[src/rtl/adc_frame_pkg.sv]
package adc_frame_pkg;

    // Single-cycle enables produced by the frame timer.
    typedef struct packed {
        logic shift;    // serial clock is about to fall
        logic capture;  // falling edge at the decoded capture count
    } adc_strobe_t;

    // True when the counter's low bits up to and including the serial-clock
    // bit are all ones, so the next increment drops the serial clock.
    function automatic logic sclk_falls_next(input logic [15:0] low_bits,
                                             input int          sclk_bit);
        logic all_ones;
        all_ones = 1'b1;
        for (int i = 0; i < 16; i++) begin
            if (i <= sclk_bit) all_ones &= low_bits[i];
        end
        return all_ones;
    endfunction

    // Chip-select is deasserted only in the last quarter of a frame.
    function automatic logic frame_cs_n(input logic [1:0] top_bits);
        return top_bits[1] & top_bits[0];
    endfunction

endpackage

[src/rtl/adc_frame_timer.sv]
module adc_frame_timer
    import adc_frame_pkg::*;
#(
    parameter int CNT_W    = 8,
    parameter int SCLK_BIT = 3,
    parameter int CAP_CODE = 10
) (
    input  logic             clk,
    input  logic             rst,
    output logic [CNT_W-1:0] cnt_q,
    output logic             sclk,
    output logic             cs_n,
    output adc_strobe_t      strb
);
    localparam int TAG_W = CNT_W - SCLK_BIT - 1;

    logic [15:0] low_ext;

    always_ff @(posedge clk) begin
        if (rst) cnt_q <= '0;
        else     cnt_q <= cnt_q + 1'b1;
    end

    assign sclk = cnt_q[SCLK_BIT];
    assign cs_n = frame_cs_n(cnt_q[CNT_W-1 -: 2]);

    always_comb begin
        low_ext = 16'(cnt_q[SCLK_BIT:0]);
        strb.shift   = sclk_falls_next(low_ext, SCLK_BIT);
        strb.capture = strb.shift &&
                       (cnt_q[CNT_W-1:SCLK_BIT+1] == TAG_W'(CAP_CODE));
    end

endmodule

[src/rtl/adc_serial_shifter.sv]
module adc_serial_shifter #(
    parameter int DATA_W = 8
) (
    input  logic              clk,
    input  logic              rst,
    input  logic              en,
    input  logic              din,
    output logic [DATA_W-1:0] q
);
    always_ff @(posedge clk) begin
        if (rst)     q <= '0;
        else if (en) q <= {q[DATA_W-2:0], din};
    end
endmodule

[src/rtl/adc_result_hold.sv]
module adc_result_hold #(
    parameter int DATA_W = 8
) (
    input  logic              clk,
    input  logic              rst,
    input  logic              load,
    input  logic [DATA_W-1:0] d,
    output logic [DATA_W-1:0] q
);
    always_ff @(posedge clk) begin
        if (rst)       q <= '0;
        else if (load) q <= d;
    end
endmodule

[src/rtl/adc_frame_reader.sv]
module adc_frame_reader
    import adc_frame_pkg::*;
#(
    parameter int CNT_W    = 8,
    parameter int SCLK_BIT = 3,
    parameter int DATA_W   = 8,
    parameter int CAP_CODE = 10
) (
    input  logic              clk,
    input  logic              rst,
    input  logic              adc_sdata,
    output logic              adc_sclk,
    output logic              adc_cs_n,
    output logic [DATA_W-1:0] sample
);
    logic [CNT_W-1:0]  cnt_q;
    logic [DATA_W-1:0] shreg;
    adc_strobe_t       strb;

    adc_frame_timer #(
        .CNT_W   (CNT_W),
        .SCLK_BIT(SCLK_BIT),
        .CAP_CODE(CAP_CODE)
    ) u_timer (
        .clk  (clk),
        .rst  (rst),
        .cnt_q(cnt_q),
        .sclk (adc_sclk),
        .cs_n (adc_cs_n),
        .strb (strb)
    );

    adc_serial_shifter #(.DATA_W(DATA_W)) u_shift (
        .clk(clk),
        .rst(rst),
        .en (strb.shift),
        .din(adc_sdata),
        .q  (shreg)
    );

    adc_result_hold #(.DATA_W(DATA_W)) u_hold (
        .clk (clk),
        .rst (rst),
        .load(strb.capture),
        .d   (shreg),
        .q   (sample)
    );

endmodule

[config.mk]
export PLATFORM = sky130hd
export DESIGN_NAME = adc_frame_reader
export DESIGN_NICKNAME = d
export VERILOG_FILES = /design/src/rtl/adc_frame_pkg.sv /design/src/rtl/adc_frame_timer.sv /design/src/rtl/adc_serial_shifter.sv /design/src/rtl/adc_result_hold.sv /design/src/rtl/adc_frame_reader.sv
export SDC_FILE = /design/constraint.sdc
export NUM_CORES = 1
export LEC_CHECK = 0
export BUFFER_PORTS_ARGS = -buffer_cell sky130_fd_sc_hd__buf_2
export CORE_MARGIN = 2
export CORE_UTILIZATION = 35
export DETAILED_ROUTE_END_ITERATION = 12
export PLACE_DENSITY_LB_ADDON = 0.15
export RECOVER_POWER = 25
export SYNTH_ARGS = -nofsm -noshare
export SYNTH_HDL_FRONTEND = slang
export SYNTH_SLANG_ARGS = --single-unit
[constraint.sdc]
create_clock -name clk -period 1.2 [get_ports clk]
set_input_delay 0.18 -clock clk [delete_from_list [all_inputs] [get_ports clk]]
set_output_delay 0.18 -clock clk [all_outputs]
set_load 0.005 [all_outputs]
=== After elaboration in Yosys (flattened, before gate mapping) ===
Index checks and enable logic that the tools add are counted.
Widths: inputs -> output; s select.

* Bits in read-only memories: 0
* Bits in writable memories: 0
* Flip-flop bits (word level): 24
* Latch bits: 0
* Memories kept: 0

* $add $sub $neg: 1
* Mux-type cells: 0
* $lt $le $gt $ge: 0
* Multipliers: 0
* Bitwise logic cells: 4
* Div/mod/pow operators: 0
* Reductions and logical operators: 1
* Equality and inequality tests: 1
* Shift-type cells: 0

{| class="wikitable"
|+ Operators with widths
! operator !! count
|-
| $add 8x1->8 const B || 1
|-
| $and 1x1->1 || 4
|-
| $eq 4x4->1 const B || 1
|-
| $logic_and 1x1->1 || 1
|}

=== Logic depth before layout (Yosys ltp) ===
Gate-level depths: netlist of the first run.

* Depth in word-level cells: 4
* Mapped depth: 6
* Depth with buffers taken out: 5

=== Cells and area by module ===
A second synthesis of the first run with hierarchy kept.

* Cell total of the unflattened synthesis: 89
* Area total of the unflattened synthesis: 912.1 um2

{| class="wikitable"
|+ By module, submodules not included
! module !! cells an instance !! area each (um2) !! instances
|-
| adc_frame_timer || 37 || 341.6 || 1
|-
| adc_result_hold || 26 || 285.3 || 1
|-
| adc_serial_shifter || 26 || 285.3 || 1
|}

=== Worst setup path before layout of the first run ===
Ideal clock, no wire load.

* Path type: register to register
* Start point: register u_timer.cnt_q[0]
* End point: register u_hold.q[0]
* Slack: -0.125 ns
* Arrival time: 1.253 ns
* Period minus slack after synthesis: 1.325 ns
* Stages on the path, launching flop included: 6
* Data required time: 1.128 ns
* Library setup time: 0.072 ns
* Cells stage by stage: dfxtp_1 > ha_1 > ha_1 > nand2_2 > nor2_4 > mux2i_1

* Word-level cells in the longest chain between the ends: 4

{| class="wikitable"
|+ Ends and longest elaborated chain
! element !! line !! source
|-
| start, declared || adc_frame_timer.sv:10 || <nowiki>output logic [CNT_W-1:0] cnt_q,</nowiki>
|-
| start signal, assigned || adc_frame_timer.sv:21 || <nowiki>else cnt_q <= cnt_q + 1'b1;</nowiki>
|-
| $and 1x1->1 (3 in series) || adc_frame_pkg.sv:16 || <nowiki>if (i <= sclk_bit) all_ones &= low_bits[i];</nowiki>
|-
| $logic_and 1x1->1 || adc_frame_timer.sv:30 || <nowiki>strb.capture = strb.shift &&</nowiki>
|-
| end signal, assigned || adc_result_hold.sv:11 || <nowiki>if (rst) q <= '0;</nowiki>
|-
| end signal, assigned || adc_result_hold.sv:12 || <nowiki>else if (load) q <= d;</nowiki>
|-
| end, declared || adc_result_hold.sv:8 || <nowiki>output logic [DATA_W-1:0] q</nowiki>
|}

Every way passes these cells.
A chain may end at the register's enable or synchronous reset.

=== Worst setup path in the final report of the first run ===
* Start point: register u_timer.cnt_q[1]
* End point: register u_hold.q[3]

Same word-level chain as after synthesis.

==> reports/results.tsv, run 1 <==
stage	metric	value	unit
status	status	completed	
clocking	clk buf depth	2	
place	IO buf count	12	
die	die area	0.003192	mm2
timing	unrepaired setup endpoints after global routing	yes	
synth	most numerous cell in the Yosys netlist	dfxtp_1	
critical_path	critical path type	flop to flop	
drt	Final ANT Viol Nets	0	
power_and_ir_drop	Net Sw Power	0.2695	mW
synth	post-synthesis instance total	105	
synth	share of the synthesized area in the top cell type	49.81	%
critical_path	R2R setup slack	0.005	ns
drt	final WL	1639	um
grt	vias in the first global route	662	
synth	commonest cells in the netlist	24 x dfxtp_1, 17 x nand2_1, 16 x nand2b_1	
synth	flops & latches, synth	24	
grt	number of antenna violations at the first check in global routing	0	
clocking	TritonCTS clock tree	yes	
synth	average size of a mapped cell	9.187	um2
drt	Iter 0 DRT Violations	8	
die	initial core utilization	35.91	%
drt	routed vias	732	
synth	yosys warns	0	
critical_path	Worst setup EP type	flop	
clocking	TritonCTS Sinks	24	
synth	count of cell types in the netlist	22	
synth	Yosys top cell by area	dfxtp_1	
clocking	Worst-Skew Late Latency	0.31	ns
synth	Seq/Total Area, Yosys	49.81	%
timing	Fin. Hold Viols	0	
power_and_ir_drop	part of the power in the clock network	39.8	%
drt	drt drc	0	
critical_path	WP data required	1.45	ns
clocking	H-tree depth	1	
timing	Tightest Pin Transition	0.3469	ns
layout	Final #Nets	132	
drt	routed len/inst	10.44	um
layout	n_diodes	0	
critical_path	Crit path buffers/inverters	1	
drt	first drt pass iteration count	4	
critical_path	CP dominant cell by count	ha_4	
die	Die Wd	56.50	um
critical_path	worst-path cell chain	ha_4 > ha_4 > nand2_4 > nor2_4 > buf_12 > mux2i_1	
timing	setup_tns	0	ns
critical_path	critical path peak fanout	6	
critical_path	Max stage delay on crit path	0.38	ns
grt	total track usage	11.44	%
synth	Post-synth EDFFs	0	
power_and_ir_drop	Flop pwr share	56.6	%
place	Detailed Place HPWL	1232	um
critical_path	Crit-path slowest cell	dfxtp_2	
power_and_ir_drop	Peak VDD IR	0.6641	mV
timing	Final Hold Slack	0.1048	ns
timing	max-slew violation count	0	
synth	ys flop type	dfxtp_1	
die	Die Y	56.50	um
clocking	Root Driver	clkbuf_4	
timing	Rel. slew slack	76.87	%
critical_path	Crit path max-delay family	flip-flops	
timing	period utilization	99.57	%
grt	first-pass GRT wire length	2911	um
synth	synth top area cells	dfxtp_1 50%, nand2b_1 10%, mux2i_1 8.3%	
die	Ports	13	
clocking	number of hold buffers added after CTS	0	
min_path	Hold WC Path Type	input port to flop	
power_and_ir_drop	Gate power share	3.6	%
clocking	TritonCTS Buffers	3	
timing	post-layout min period	1.195	ns
layout	Final Core Density	45.97	%
synth	Netlist Area Pre-Place	964.7	um2
layout	layout cells sized above 1	29.37	%
layout	area grow syn2layout	28.02	%
layout	final-layout fill cell count	274	
die	core area	0.002686	mm2
critical_path	WP data arrival	1.44	ns
drt	drt via density	4.662	
critical_path	Critical Path Start Type	flop	
synth	syn nets	110	
place	placer congestion estimate	0.7180	
flow_run	max cap viols	0	
timing	Fmax	836.9	MHz
power_and_ir_drop	Leak	0.4526	nW
timing	clk_skew	0.005654	ns
die	row cnt	19	
clocking	CTS clk-pin slew, worst paths	0.13	ns
grt	total gr overflow	0	
timing	setup violators final	0	
synth	Async SR Flop Fraction	0	%
power_and_ir_drop	switching share of total power	18.67	%
power_and_ir_drop	Power Dens Cells	1169	mW/mm2
grt	largest net degree at the start of global routing	25	
power_and_ir_drop	internal power	1.174	mW
## power by group through the flow
stage,Clock [mW],Combinational (mW),Sequential (mW)
after floorplan,0,0.0318,0.835
after global placement,0,0.0519,0.835
after detailed placement,0,0.0532,0.835
after CTS,0.600,0.0547,0.818
after global routing,0.628,0.0613,0.819
final,0.574,0.0526,0.817
## worst register-to-register path, stage by stage, from the launching register on
cell     delay, ns
dfxtp_2       0.38
ha_4          0.15
ha_4          0.13
nand2_4       0.06
nor2_4        0.11
buf_12        0.13
mux2i_1       0.18
## through the flow
step           cells  setup WS (ns)  power [mW]  instance area, um2
6_report         157       0.005170       1.444                1235
5_1_grt          157       -0.07301       1.509                1235
4_1_cts          157       -0.02165       1.473                1227
3_5_place_dp     154       0.004889      0.8884                1179
3_3_place_gp     154        0.03638      0.8866                1179
2_1_floorplan    105       0.009744      0.8663               997.2
## final timing paths
| check | start | end | cells past startpoint |
|---|---|---|---|
| worst max-delay path | u_timer.cnt_q[1] | u_hold.q[3] | 6 |
| worst min-delay path | adc_sdata | u_shift.q[0] | 3 |
| worst max register to register | u_timer.cnt_q[1] | u_hold.q[3] | 6 |
| worst min register to register | u_shift.q[7] | u_shift.q[7] | 2 |
## layout by cell type, fill, tap and decap left out, types with 5 or more instances in the layout
cell type,n
nand2b_1,16
buf_4,7
mux2i_1,8
nand2_1,17
dfxtp_1,18
dfxtp_2,5
buf_2,12
a21oi_1,10
## kinds of logic (layout without fill, tap and decap cells)
kind of cell	count (synthesis)	after routing	share of synthesized area, %
flops	24	24	49.81
fa+ha+maj	2	2	2.594
simple gates	50	50	28.02
compound gates	14	14	7.263
xor+xnor	2	2	1.816
mux	8	8	8.301
buf+inv	5	26	2.205
## layout make-up
type / instances / area [um2] / area share (%)
clock inverters: 1 / 30.03 / 2.432
inverters: 1 / 3.754 / 0.3040
multi-input cells: 76 / 496.7 / 40.22
repair buffers: 21 / 152.6 / 12.36
well taps: 31 / 38.79 / 3.141
flip-flops and latches: 24 / 490.5 / 39.72
clock buffers: 3 / 22.52 / 1.824
## layer usage
metal,part of all wire (%),up-vias,GRT usage (%)
met5,0,-,0
met4,0.98,0,4.082
met3,2.9,2,2.765
met2,47,8,17.77
met1,49,334,15.40
li1,-,388,-
## registers in the layout, indices dropped and copies added, names as in the netlist
name           count
u_timer.cnt_q      8
u_shift.q          8
u_hold.q           8
## repair_timing
action,4_1_cts,5_1_grt
pin swaps,0,3
gates resized for setup,3,4
endpoints found under the hold margin,0,0
endpoints found under the setup margin,5,18
setup buffers,0,0
(Power assumes the default switching activity.)
==> inputs of run 2 (changes only) <==
--- a/config.mk
+++ b/config.mk
@@ -6,6 +6,8 @@
 export NUM_CORES = 1
 export LEC_CHECK = 0
 export BUFFER_PORTS_ARGS = -buffer_cell sky130_fd_sc_hd__buf_2
+export CELL_PAD_IN_SITES_DETAIL_PLACEMENT = 0
+export CELL_PAD_IN_SITES_GLOBAL_PLACEMENT = 1
 export CORE_MARGIN = 2
 export CORE_UTILIZATION = 35
 export DETAILED_ROUTE_END_ITERATION = 12
==> reports/results.tsv, run 2 (synthesis gave the netlist of run 1 again) <==
stage	metric	value	unit	change
die	Ports	13		unchanged
grt	total track usage	12.52	%	was 11.44%
die	initial core utilization	35.91	%	unchanged
timing	post-layout min period	1.193	ns	was 1.195 ns
layout	Cell Count, Final, Fillers Out	156		was 157
power_and_ir_drop	Leak	0.4491	nW	was 0.4526 nW
clocking	Root Driver	clkbuf_4		unchanged
grt	layer carrying the most global-route usage	met2		unchanged
timing	Rel. slew slack	86.04	%	was 76.87%
critical_path	CP dominant cell by count	ha_4		unchanged
critical_path	Crit path max-delay family	flip-flops		unchanged
critical_path	Reg2Reg Depth	6		unchanged
die	Die Y	56.50	um	unchanged
min_path	Hold WC Path Type	input port to flop		unchanged
drt	routed vias	719		was 732
layout	Final #Nets	131		was 132
critical_path	Worst setup EP type	flop		unchanged
clocking	TritonCTS Sinks	24		unchanged
place	Inst Count DP	153		was 154
layout	commonest non-fill, non-tap cell in the layout	dfxtp_1		unchanged
grt	total gr overflow	0		unchanged
drt	drt drc	0		unchanged
layout	layout cells sized above 1	29.60	%	was 29.37%
critical_path	worst-path cell chain	ha_4 > ha_4 > nand2_4 > nor2_4 > buf_12 > mux2i_1		unchanged
layout	commonest non-fill, non-tap cells in the layout	19 x dfxtp_1, 17 x nand2_1, 16 x nand2b_1		was 18 x dfxtp_1, 17 x nand2_1, 16 x nand2b_1
place	Detailed Place HPWL	1212	um	was 1232 um
grt	GR Util met2	17.94	%	was 17.77%
timing	setup violators final	0		unchanged
min_path	hold_sp	adc_sdata		unchanged
layout	area grow syn2layout	28.40	%	was 28.02%
power_and_ir_drop	Power Dens Cells	1168	mW/mm2	was 1169 mW/mm2
drt	final WL	1694	um	was 1639 um
critical_path	critical path peak fanout	8		was 6
clocking	CTS clk-pin slew, worst paths	0.14	ns	was 0.13 ns
flow_run	max cap viols	0		unchanged
critical_path	Crit path buffers/inverters	1		unchanged
grt	first-pass GRT wire length	3036	um	was 2911 um
drt	routed len/inst	10.86	um	was 10.44 um
timing	Fmax	838.1	MHz	was 836.9 MHz
critical_path	WP data required	1.44	ns	was 1.45 ns
die	Die Wd	56.50	um	unchanged
place	placer congestion estimate	0.7020		was 0.7180
timing	Fin. Hold Viols	0		unchanged
min_path	Worst Hold End	u_shift.q[0]		unchanged
drt	first drt pass iteration count	4		unchanged
critical_path	Critical Path Start Type	flop		unchanged
power_and_ir_drop	Peak VDD IR	0.6597	mV	was 0.6641 mV
die	core area	0.002686	mm2	unchanged
timing	period utilization	99.43	%	was 99.57%
clocking	TritonCTS Buffers	3		unchanged
clocking	Worst-Skew Late Latency	0.31	ns	about the same
drt	Final ANT Viol Nets	0		unchanged
die	row cnt	19		unchanged
min_path	Hold Path Depth	3		unchanged
die	die area	0.003192	mm2	unchanged
critical_path	Max stage delay on crit path	0.39	ns	was 0.38 ns
power_and_ir_drop	Final Power	1.446	mW	was 1.444 mW
critical_path	R2R setup slack	0.007	ns	was 0.005 ns
clocking	H-tree depth	1		unchanged
clocking	TritonCTS clock tree	yes		unchanged
critical_path	critical path type	flop to flop		unchanged
grt	met1 global-route usage	16.76	%	was 15.40%
timing	clk_skew	0.01189	ns	was 0.005654 ns
critical_path	WP data arrival	1.44	ns	about the same
timing	max-slew violation count	0		unchanged
grt	largest net degree at the start of global routing	33		was 25
layout	Largest regs	u_hold.q x8, u_shift.q x8, u_timer.cnt_q x8		unchanged
grt	met3 GRT Util	2.765	%	unchanged
timing	unrepaired setup endpoints after global routing	yes		unchanged
critical_path	r2r endpoint	u_hold.q[6]		was u_hold.q[3]
place	IO buf count	12		unchanged
critical_path	Crit-path slowest cell	dfxtp_4		was dfxtp_2
timing	Final Hold Slack	0.08262	ns	was 0.1048 ns
status	status	completed		unchanged
drt	Iter 0 DRT Violations	13		was 8
drt	drt via density	4.609		was 4.662
clocking	clk buf depth	2		unchanged
timing	Tightest Pin Transition	0.2072	ns	was 0.3469 ns
grt	vias in the first global route	697		was 662
grt	number of antenna violations at the first check in global routing	0		unchanged
layout	n_diodes	0		unchanged
critical_path	reg-to-reg startpoint	u_timer.cnt_q[0]		was u_timer.cnt_q[1]
clocking	number of hold buffers added after CTS	0		unchanged
run 2: cell count changes in the layout (fill, tap and decap cells not counted), sizes merged:
| cell | change |
|---|---|
| buf | -1 |
run 2: worst max path at each step:
stage                           from          endpoint  slack [ns]  cells after the start
floorplan           u_timer.cnt_q[0]      u_shift.q[0]        0.01                      6
global placement    u_timer.cnt_q[2]  u_timer.cnt_q[7]        0.03                      3
detailed placement  u_timer.cnt_q[2]  u_timer.cnt_q[7]        0.01                      3
CTS                 u_timer.cnt_q[0]       u_hold.q[6]       -0.02                      6
global route        u_timer.cnt_q[0]       u_hold.q[5]       -0.08                      6
finish              u_timer.cnt_q[0]       u_hold.q[6]       0.007                      6
run 2: report_power, final:
group	total, mW	switching, mW	leakage [nW]	internal (mW)
clock	0.580	0.242	0.0279	0.338
combinational	0.0489	0.0210	0.225	0.0279
sequential	0.818	0.0119	0.196	0.806
total	1.45	0.275	0.449	1.17
run 2: area by class of cell:
| class | count | area, um2 |
|---|---|---|
| fill | 273 | 1448 |
| clock inverter | 1 | 30.03 |
| multi-input combinational | 76 | 506.7 |
| timing repair buffer | 20 | 145.1 |
| inverter | 1 | 3.754 |
| clock buffer | 3 | 22.52 |
| sequential | 24 | 491.7 |
| tap | 31 | 38.79 |
run 2: what timing repair did:
action	CTS	global route
resized for setup	3	5
setup endpoints to repair	4	20
pin swaps	1	2
buffers inserted	0	0
run 2: metrics by stage:
| stage | cell area, um2 | setup TNS, ns | setup WS, ns | util [%] |
|---|---|---|---|---|
| after floorplan | 997.2 | 0 | 0.009744 | - |
| after global placement | 1171 | 0 | 0.03152 | 43.60 |
| after detailed placement | 1171 | 0 | 0.009583 | 43.60 |
| after CTS | 1221 | -0.01724 | -0.01724 | 45.46 |
| after global routing | 1239 | -0.9262 | -0.07589 | 46.11 |
| final | 1239 | 0 | 0.006817 | 46.11 |
run 2: metal layers:
metal  vias up  routed length [um]
met4         0                  38
met2        10                 686
li1        387                   -
met1       318                 927
met5         -                   0
met3         4                  41
run 2: tightest hold or removal path: stages:
cell	delay [ns]
buf_2	0.09
nand2_1	0.04
a21oi_1	0.05
==> inputs of run 3 (changes only) <==
--- a/config.mk
+++ b/config.mk
@@ -9,10 +9,11 @@
 export CELL_PAD_IN_SITES_DETAIL_PLACEMENT = 0
 export CELL_PAD_IN_SITES_GLOBAL_PLACEMENT = 1
 export CORE_MARGIN = 2
-export CORE_UTILIZATION = 35
+export CORE_UTILIZATION = 37
 export DETAILED_ROUTE_END_ITERATION = 12
 export PLACE_DENSITY_LB_ADDON = 0.15
 export RECOVER_POWER = 25
+export SETUP_SLACK_MARGIN = 0.5
 export SYNTH_ARGS = -nofsm -noshare
 export SYNTH_HDL_FRONTEND = slang
 export SYNTH_SLANG_ARGS = --single-unit
==> reports/results.tsv, run 3 (synthesis gave the netlist of run 1 again) <==
stage	metric	value	unit	change
flow_run	max cap viols	0		unchanged
die	initial core utilization	38.94	%	was 35.91%
timing	setup violators final	6		was 0
power_and_ir_drop	Power Dens Cells	910.4	mW/mm2	was 1168 mW/mm2
timing	clk_skew	0.01016	ns	was 0.01189 ns
critical_path	worst-path cell chain	ha_4 > buf_4 > nand3_2 > or3_1 > a21oi_2		was ha_4 > ha_4 > nand2_4 > nor2_4 > buf_12 > mux2i_1
clocking	H-tree depth	1		unchanged
min_path	Hold WC Path Type	input port to flop		unchanged
critical_path	WP data required	1.43	ns	was 1.44 ns
layout	n_diodes	0		unchanged
clocking	TritonCTS clock tree	yes		unchanged
grt	first-pass GRT wire length	2939	um	was 3036 um
layout	layout cells sized above 1	52.67	%	was 29.60%
die	row cnt	18		was 19
die	core area	0.002477	mm2	was 0.002686 mm2
critical_path	Max stage delay on crit path	0.37	ns	was 0.39 ns
power_and_ir_drop	part of the power in the clock network	28.5	%	was 40.1%
grt	number of antenna violations at the first check in global routing	0		unchanged
timing	setup_tns	-0.07756	ns	was 0 ns
place	Detailed Place HPWL	1152	um	was 1212 um
clocking	CTS clk-pin slew, worst paths	0.13	ns	was 0.14 ns
critical_path	Critical Path Start Type	flop		unchanged
critical_path	critical path peak fanout	2		was 8
layout	commonest non-fill, non-tap cell in the layout	nand2b_1		was dfxtp_1
drt	routed len/inst	11.87	um	was 10.86 um
layout	area grow syn2layout	42.54	%	was 28.40%
drt	final WL	1911	um	was 1694 um
layout	Largest regs	u_hold.q x8, u_shift.q x8, u_timer.cnt_q x8		unchanged
timing	unrepaired setup endpoints after global routing	yes		unchanged
power_and_ir_drop	Net Sw Power	0.2688	mW	was 0.2748 mW
drt	Final ANT Viol Nets	0		unchanged
power_and_ir_drop	Leak	0.5020	nW	was 0.4491 nW
grt	total track usage	13.80	%	was 12.52%
place	Inst Count DP	149		was 153
die	Die Y	55.06	um	was 56.50 um
timing	Tightest Pin Transition	0.6378	ns	was 0.2072 ns
drt	Iter 0 DRT Violations	10		was 13
die	die area	0.003032	mm2	was 0.003192 mm2
layout	final-layout fill cell count	231		was 273
grt	largest net degree at the start of global routing	31		was 33
power_and_ir_drop	internal power	0.9831	mW	was 1.171 mW
grt	vias in the first global route	682		was 697
timing	Final WS setup	-0.05435	ns	was 0.006817 ns
power_and_ir_drop	Final Power	1.252	mW	was 1.446 mW
status	failing checks	setup timing		
timing	Fmax	797.2	MHz	was 838.1 MHz
critical_path	Crit-path slowest cell	dfxtp_2		was dfxtp_4
die	Ports	13		unchanged
clocking	clk buf depth	2		unchanged
clocking	TritonCTS Sinks	24		unchanged
drt	drt drc	0		unchanged
place	pre-CTS WS	-0.001569	ns	was 0.009583 ns
grt	total gr overflow	0		unchanged
layout	commonest non-fill, non-tap cells in the layout	16 x nand2b_1, 12 x dfxtp_2, 11 x buf_4, 11 x dfxtp_1		was 19 x dfxtp_1, 17 x nand2_1, 16 x nand2b_1
power_and_ir_drop	Gate power share	6.5	%	was 3.4%
power_and_ir_drop	Peak VDD IR	0.7110	mV	was 0.6597 mV
timing	Fin. Hold Viols	0		unchanged
critical_path	Worst setup EP type	flop		unchanged
status	status	finished with violations		was completed
place	IO buf count	12		unchanged
timing	period utilization	104.5	%	was 99.43%
critical_path	critical path type	flop to flop		unchanged
layout	Cell Count, Final, Fillers Out	161		was 156
clocking	Root Driver	clkbuf_4		unchanged
power_and_ir_drop	Flop pwr share	65.1	%	was 56.5%
timing	post-layout min period	1.254	ns	was 1.193 ns
drt	first drt pass iteration count	3		was 4
die	Die Wd	55.06	um	was 56.50 um
layout	Final #Nets	137		was 131
place	placer congestion estimate	0.7110		was 0.7020
power_and_ir_drop	switching share of total power	21.47	%	was 19.00%
drt	drt via density	4.789		was 4.609
critical_path	WP data arrival	1.49	ns	was 1.44 ns
drt	routed vias	771		was 719
clocking	TritonCTS Buffers	3		unchanged
timing	Final Hold Slack	0.1046	ns	was 0.08262 ns
timing	Rel. slew slack	57.48	%	was 86.04%
timing	max-slew violation count	0		unchanged
clocking	Worst-Skew Late Latency	0.31	ns	about the same
## run 3: cell count changes in the layout (fill, tap and decap cells not counted), moves of 5 or more
cell	delta
nand2_1	-10
dfxtp_2	+9
buf_6	+8
dfxtp_1	-8
nand2_2	+8
buf_2	-7
a21oi_1	-6
a21oi_2	+6
buf_4	+5
## run 3: routing by layer
metal	share of wire, %	vias to the layer above	GRT usage, %
met5	0	-	0
met4	1.9	0	8.537
met3	3.0	4	2.419
met2	50	10	23.02
met1	45	357	16.36
li1	-	400	-
## run 3: final timing paths
path              slack [ns]        startpoint  depth (start not counted)               end
setup / recovery       -0.05  u_timer.cnt_q[1]                          5  u_timer.cnt_q[6]
hold / removal          0.10         adc_sdata                          3      u_shift.q[0]
setup reg to reg       -0.05  u_timer.cnt_q[1]                          5  u_timer.cnt_q[6]
hold reg to reg         0.48       u_hold.q[6]                          2       u_hold.q[6]
## run 3: power by group through the flow
stage               Sequential (mW)  Combinational (mW)  Clock, mW
floorplan                     0.833              0.0333          0
global placement              0.833              0.0496          0
detailed placement            0.833              0.0504          0
CTS                           0.814              0.0623      0.369
global route                  0.816              0.0886      0.417
finish                        0.815              0.0808      0.356
## run 3: repair_timing
action,CTS,global route
hold buffers,0,0
resized for setup,16,28
pin swaps,7,11
setup endpoints to repair,33,33
setup buffers,6,2
## run 3: area by class of cell
cell class                      instances  area (um2)  area share [%]
Multi-Input combinational cell         76       585.6           42.58
Tap cell                               30       37.54           2.730
Clock buffer                            4       26.28           1.911
Timing Repair Buffer                   26       222.7           16.20
Inverter                                1       3.754          0.2730
Sequential cell                        24       499.2           36.31
## run 3: stage by stage
stage               utilization [%]  area (um2)
floorplan                         -        1012
global placement              46.01        1140
detailed placement            46.01        1140
CTS                           50.10        1241
global route                  55.51        1375
finish                        55.51        1375
## run 3: worst max-delay path, delay by kind of cell, from the launching register on
| family | cells | cell delay [ns] |
|---|---|---|
| adders and majority gates | 1 | 0.15 |
| AOI/OAI and AO/OA | 1 | 0.12 |
| and+or+nand+nor | 2 | 0.44 |
| DFF | 1 | 0.37 |
| buffers and inverters | 1 | 0.10 |
